**src/rtl/i2c_bus_front.sv**
```systemverilog
module i2c_bus_front #(
  parameter int TIMEOUT_CYC = 2_500_000,
  parameter int SETUP_CYC   = 4
) (
  input  logic clk,
  input  logic rst_n,
  input  logic start_req,
  input  logic rel_req,
  input  logic sda_in,
  input  logic scl_in,
  output logic sda_oe,
  output logic scl_oe,
  output logic busy,
  output logic done,
  output logic err_stuck,
  output logic err_timeout
);
  localparam int MAXC = ((TIMEOUT_CYC > SETUP_CYC) ? TIMEOUT_CYC : SETUP_CYC) + 4;
  localparam int CW   = $clog2(MAXC);
  localparam logic [CW-1:0] TO_LAST = CW'(TIMEOUT_CYC - 1);
  localparam logic [CW-1:0] SU_LAST = CW'(SETUP_CYC - 1);
  localparam logic [CW-1:0] SY_LAST = CW'(2);

  typedef enum logic [2:0] {S_IDLE, S_SETTLE, S_STRETCH, S_SDA_LO, S_SCL_HI} st_t;

  st_t           state;
  logic [CW-1:0] cnt;
  logic          op_start;
  logic [1:0]    sda_q, scl_q;
  logic          sda_s, scl_s;

  assign sda_s = sda_q[1];
  assign scl_s = scl_q[1];
  assign busy  = (state != S_IDLE);

  always_ff @(posedge clk or negedge rst_n) begin
    if (!rst_n) begin
      sda_q <= 2'b11;
      scl_q <= 2'b11;
    end else begin
      sda_q <= {sda_q[0], sda_in};
      scl_q <= {scl_q[0], scl_in};
    end
  end

  always_ff @(posedge clk or negedge rst_n) begin
    if (!rst_n) begin
      state       <= S_IDLE;
      cnt         <= '0;
      op_start    <= 1'b0;
      sda_oe      <= 1'b0;
      scl_oe      <= 1'b0;
      done        <= 1'b0;
      err_stuck   <= 1'b0;
      err_timeout <= 1'b0;
    end else begin
      done <= 1'b0;
      case (state)
        S_IDLE: begin
          if (start_req || rel_req) begin
            op_start    <= start_req;
            scl_oe      <= 1'b0;
            if (start_req) sda_oe <= 1'b0;
            err_stuck   <= 1'b0;
            err_timeout <= 1'b0;
            cnt         <= '0;
            state       <= S_SETTLE;
          end
        end
        S_SETTLE: begin
          if (cnt != SY_LAST) begin
            cnt <= cnt + 1'b1;
          end else if (op_start && !sda_s) begin
            err_stuck <= 1'b1;
            done      <= 1'b1;
            state     <= S_IDLE;
          end else if (!scl_s) begin
            cnt   <= '0;
            state <= S_STRETCH;
          end else begin
            cnt <= '0;
            if (op_start) begin
              sda_oe <= 1'b1;
              state  <= S_SDA_LO;
            end else begin
              state  <= S_SCL_HI;
            end
          end
        end
        S_STRETCH: begin
          if (scl_s) begin
            cnt <= '0;
            if (op_start) begin
              sda_oe <= 1'b1;
              state  <= S_SDA_LO;
            end else begin
              state  <= S_SCL_HI;
            end
          end else if (cnt == TO_LAST) begin
            err_timeout <= 1'b1;
            done        <= 1'b1;
            sda_oe      <= 1'b0;
            scl_oe      <= 1'b0;
            state       <= S_IDLE;
          end else begin
            cnt <= cnt + 1'b1;
          end
        end
        S_SDA_LO, S_SCL_HI: begin
          if (cnt == SU_LAST) begin
            scl_oe <= 1'b1;
            done   <= 1'b1;
            state  <= S_IDLE;
          end else begin
            cnt <= cnt + 1'b1;
          end
        end
        default: state <= S_IDLE;
      endcase
    end
  end

  p_release_on_req_r1: assert property (@(posedge clk) disable iff (!rst_n)
    (state == S_IDLE && (start_req || rel_req)) |=> !scl_oe);

  p_start_frees_sda_r1: assert property (@(posedge clk) disable iff (!rst_n)
    (state == S_IDLE && start_req) |=> (!sda_oe && op_start));

  p_stuck_quiet_r2: assert property (@(posedge clk) disable iff (!rst_n)
    $rose(err_stuck) |-> (!sda_oe && !scl_oe && done));

  p_stretch_no_sda_r3: assert property (@(posedge clk) disable iff (!rst_n)
    (state == S_STRETCH && op_start) |-> !sda_oe);

  p_wait_bounded_r4: assert property (@(posedge clk) disable iff (!rst_n)
    (state == S_STRETCH) |-> (cnt <= TO_LAST));

  p_timeout_release_r4: assert property (@(posedge clk) disable iff (!rst_n)
    $rose(err_timeout) |-> (!sda_oe && !scl_oe && done));

  p_sda_before_scl_r5: assert property (@(posedge clk) disable iff (!rst_n)
    (state == S_SDA_LO) |-> (sda_oe && !scl_oe));

  p_rel_keeps_sda_r6: assert property (@(posedge clk) disable iff (!rst_n)
    (state == S_SCL_HI && !op_start) |-> $stable(sda_oe));

  p_done_pulse_r8: assert property (@(posedge clk) disable iff (!rst_n)
    done |=> !done);

  p_err_sticky_r9: assert property (@(posedge clk) disable iff (!rst_n)
    (state == S_IDLE && !start_req && !rel_req) |=> $stable({err_stuck, err_timeout}));

  p_one_err_r9: assert property (@(posedge clk) disable iff (!rst_n)
    !(err_stuck && err_timeout));
endmodule

```
**config.mk**
```make
export PLATFORM = sky130hd
export DESIGN_NAME = i2c_bus_front
export DESIGN_NICKNAME = d
export VERILOG_FILES = /design/src/rtl/i2c_bus_front.sv
export SDC_FILE = /design/constraint.sdc
export NUM_CORES = 1
export LEC_CHECK = 0
export ABC_CLOCK_PERIOD_IN_PS = 2300
export BUFFER_PORTS_ARGS = -buffer_cell sky130_fd_sc_hd__buf_4
export CAP_MARGIN = 40
export CORE_UTILIZATION = 29
export DETAILED_ROUTE_END_ITERATION = 8
export PLACE_DENSITY = 0.56
export SYNTH_ARGS = -nofsm -noshare
export SYNTH_HDL_FRONTEND = slang
export SYNTH_SLANG_ARGS = --single-unit
```
**constraint.sdc**
```tcl
create_clock -name clk -period 2.3 [get_ports clk]
set_clock_uncertainty 0.15 [all_clocks]
set_input_delay 0.23 -clock clk [delete_from_list [all_inputs] [get_ports clk]]
set_output_delay 0.23 -clock clk [all_outputs]
set_load 0.005 [all_outputs]
```
==> key figures <==
STA
  – Period minus WS final: about 2200 ps
  – Endpoints failing setup: 0
  – Max Fclk: around 0.46 GHz
  – Max Transition Viols Final: 0
  – Final Hold Fails: 0
  – Worst-Margin Slew: about 470 ps
  – RSZ-0062 raised after global routing: false
  – Fin crit share: between 90% and 100%
  – Final TNS setup: 0 ps
  – Slew margin rel.: 68.50%

Global route
  – Initial antenna violation count: 0
  – Largest net degree at the start of global routing: 36
  – Vias in the first global route: between 1,500 and 2,000
  – Grt total ovfl: 0
  – First-pass GRT wire length: just under 10,000 um
  – All-Layer GR Usage: 16.17%

Synthesis
  – Asr flop ratio synth: 100.0%
  – Synth top cells by count: dfrtp_1, nand2_1, nor2_1
  – Ys Warns: 0
  – Post-synth top flop: dfrtp_1
  – Largest area contributor in the netlist: dfrtp_1
  – Post-Syn Nets: between 200 and 250
  – Register area share after synthesis: about two fifths
  – Synth unique cells: between 50 and 60
  – Top-count cell post-synth: dfrtp_1
  – #FFs+latches synth: 35
  – Post-synth EDFFs: 0
  – Mapped Avg Cell Area: 9.279 um^2
  – Synth top area cells: dfrtp_1, dfstp_2, nand2_1, nand3_1, a22o_1
  – Cell Area, Synth: roughly 2200 um^2
  – Post-Syn Instances: 238
  – Share of the synthesized area in the top cell type: 35.13%

Worst setup path
  – Crit Path Category: register to register
  – Slowest cell on crit path: dfstp_2
  – Crit path buffers/inverters: 2
  – Worst setup SP type: register
  – Arrival time at the worst endpoint: around 2200 ps
  – Critical Path Stages: 7
  – Cell mode on critical path: buf_4
  – Crit path largest cell delay: between 500 and 600 ps
  – Type of destination of the critical path: register
  – Top delay family on crit path: compound AO/OA/AOI/OAI gates
  – Worst EP required: 2330 ps
  – Max FO, Critical Path: 14
  – Critical path cell sequence: nor4b_2, buf_4, and3_1, o2111ai_2, nand4b_4, buf_4, a221o_1
  – Worst R2R Path Depth: 7

Clocking
  – Htree depth: 2
  – Clk_lat worst skew: about 290 ps
  – Worst-path clk slew: 70 ps
  – CTS buffer count: 5
  – Maximum root-to-sink buffer count: 2
  – CTS tree: done
  – CTS root buf: clkbuf_8
  – Clock sinks: 35

Cells and area
  – FF/Latch Area: a little under 900 um^2
  – Fillers: 750
  – Post-route cell area: 2864 um^2
  – P&R area growth vs syn: 29.69%
  – Share of post-route cells with drive strength above 1: around 33%
  – Area of the multi-input gates: around 1300 um^2
  – Final Net Count: ~300
  – Fin cells: between 300 and 400
  – Diodes inserted: 0
  – Final core occ: 39.28%

Die
  – Die width: 89.27 um
  – Starting Density: between 30% and 40%
  – Die footprint: approximately 8000 um^2
  – Core Rows: 31
  – Die Ht: around 89 um
  – Core ar.: 7292 um^2
  – Top-level I/O count: 12

Status
  – Status: finished, final reports clean

Route
  – DRT antenna net count: 0
  – First-pass DRT Iterations: 4
  – DRC Markers: 0
  – Initial DRC count: between 100 and 150
  – Drt wl/cell: ~15 um
  – Drt total wl: ~5800 um
  – DR vias: 2,044
  – Vias/cell: roughly 5.2

Placement
  – Dpl hpwl: ~4200 um
  – DP Cell Count: between 300 and 400
  – Port buffer count: 11
  – GPL Wtd Cong: between 0.9 and 1
  – DP Area: around 2700 um^2

Flow run
  – Max-cap violations: 0

Power and ir drop
  – Max IR drop VDD: between 0.3 and 0.4 mV
  – Pwr dens: about 920 nW/um^2
  – Static leakage: ~1.3 nW

Hold path
  – Hold depth: 2
  – HP Class: input pin to register
## cells by family after synthesis
kind of cell | share of synthesized area, %
adder cells (fa/ha/maj) | 1.133
AND/OR/NAND/NOR | 27.37
multiplexers | 0.9632
buffers and inverters | 5.439
AO/OA/AOI/OAI | 24.02
XOR/XNOR | 1.190
flip-flops | 39.89
## worst register-to-register path: cells and delay by family (launching register included)
kind | cells | cell delay [ps]
flops | 1 | 540
simple gates | 3 | 400
compound gates | 2 | 630
buf+inv | 2 | 370
## metrics by stage
| stage | setup slack (ps) | power (mW) | hold WS [ps] |
|---|---|---|---|
| 2_1_floorplan | 211.1 | 1.653 | -215.6 |
| 3_3_place_gp | 69.61 | 2.129 | 73.26 |
| 3_5_place_dp | 41.79 | 2.136 | 74.98 |
| 4_1_cts | 23.55 | 2.600 | 34.11 |
| 5_1_grt | 1.697 | 2.816 | 55.53 |
| 6_report | 103.8 | 2.632 | 36.50 |
## registers in the layout (all words and copies together) (netlist names)
signal       count
scl_q            2
scl_oe           1
state            3
err_timeout      1
op_start         1
done             1
sda_q            2
err_stuck        1
cnt             22
sda_oe           1
## per-layer routing
metal  GRT usage [%]  part of all wire (%)  vias to the layer above
met3           3.047                   4.2                        4
met1           21.94                    49                      986
met2           26.09                    46                       58
li1                -                     -                      996
met4           5.051                   1.0                        0
met5               0                     0                        -
## where the power goes
group	switching [mW]	internal, mW	leakage [nW]
Sequential	0.0795	0.697	0.463
Combinational	0.754	0.658	0.769
Clock	0.231	0.213	0.0422
Total	1.06	1.57	1.27
## cells in the final DEF, fill, tap and decap left out, drive strengths merged, types with 3 or more instances in the layout
cell type     n
a21o          8
a21oi        10
a22o          9
a2bb2oi       3
and3          4
buf          59
clkbuf        7
dfrtp        31
dfstp         4
dlygate4sd3   3
inv           8
nand2        26
nand2b        3
nand3        18
nand4         7
nor2         23
nor3          6
nor4          6
o21ai        15
o311ai        4
o31ai         6
xnor2         3
## cell type report
| type | instances | share of cell area [%] |
|---|---|---|
| inverters | 8 | 1.048 |
| clock inverters | 1 | 0.1747 |
| flip-flops and latches | 35 | 30.80 |
| well taps | 99 | 4.325 |
| repair buffers | 62 | 16.95 |
| clock buffers | 7 | 2.665 |
| multi-input cells | 181 | 44.04 |
## path summary, 6_finish.rpt
| kind | start | endpoint | slack, ps |
|---|---|---|---|
| max | sda_q[1] | cnt[5] | 100 |
| min | start_req | op_start | 40 |
| max reg2reg | sda_q[1] | cnt[5] | 100 |
| max in group asynchronous | rst_n | sda_q[1] | 1350 |
| min in group asynchronous | rst_n | cnt[20] | 300 |
| min reg2reg | scl_q[0] | scl_q[1] | 210 |
## timing repair
item	4_1_cts	5_1_grt
setup buffers	0	4
setup endpoints to repair	0	22
endpoints found under the hold margin	33	0
hold buffers	3	0
resized for setup	0	10
Note: power is estimated with default switching activity, not from simulation.
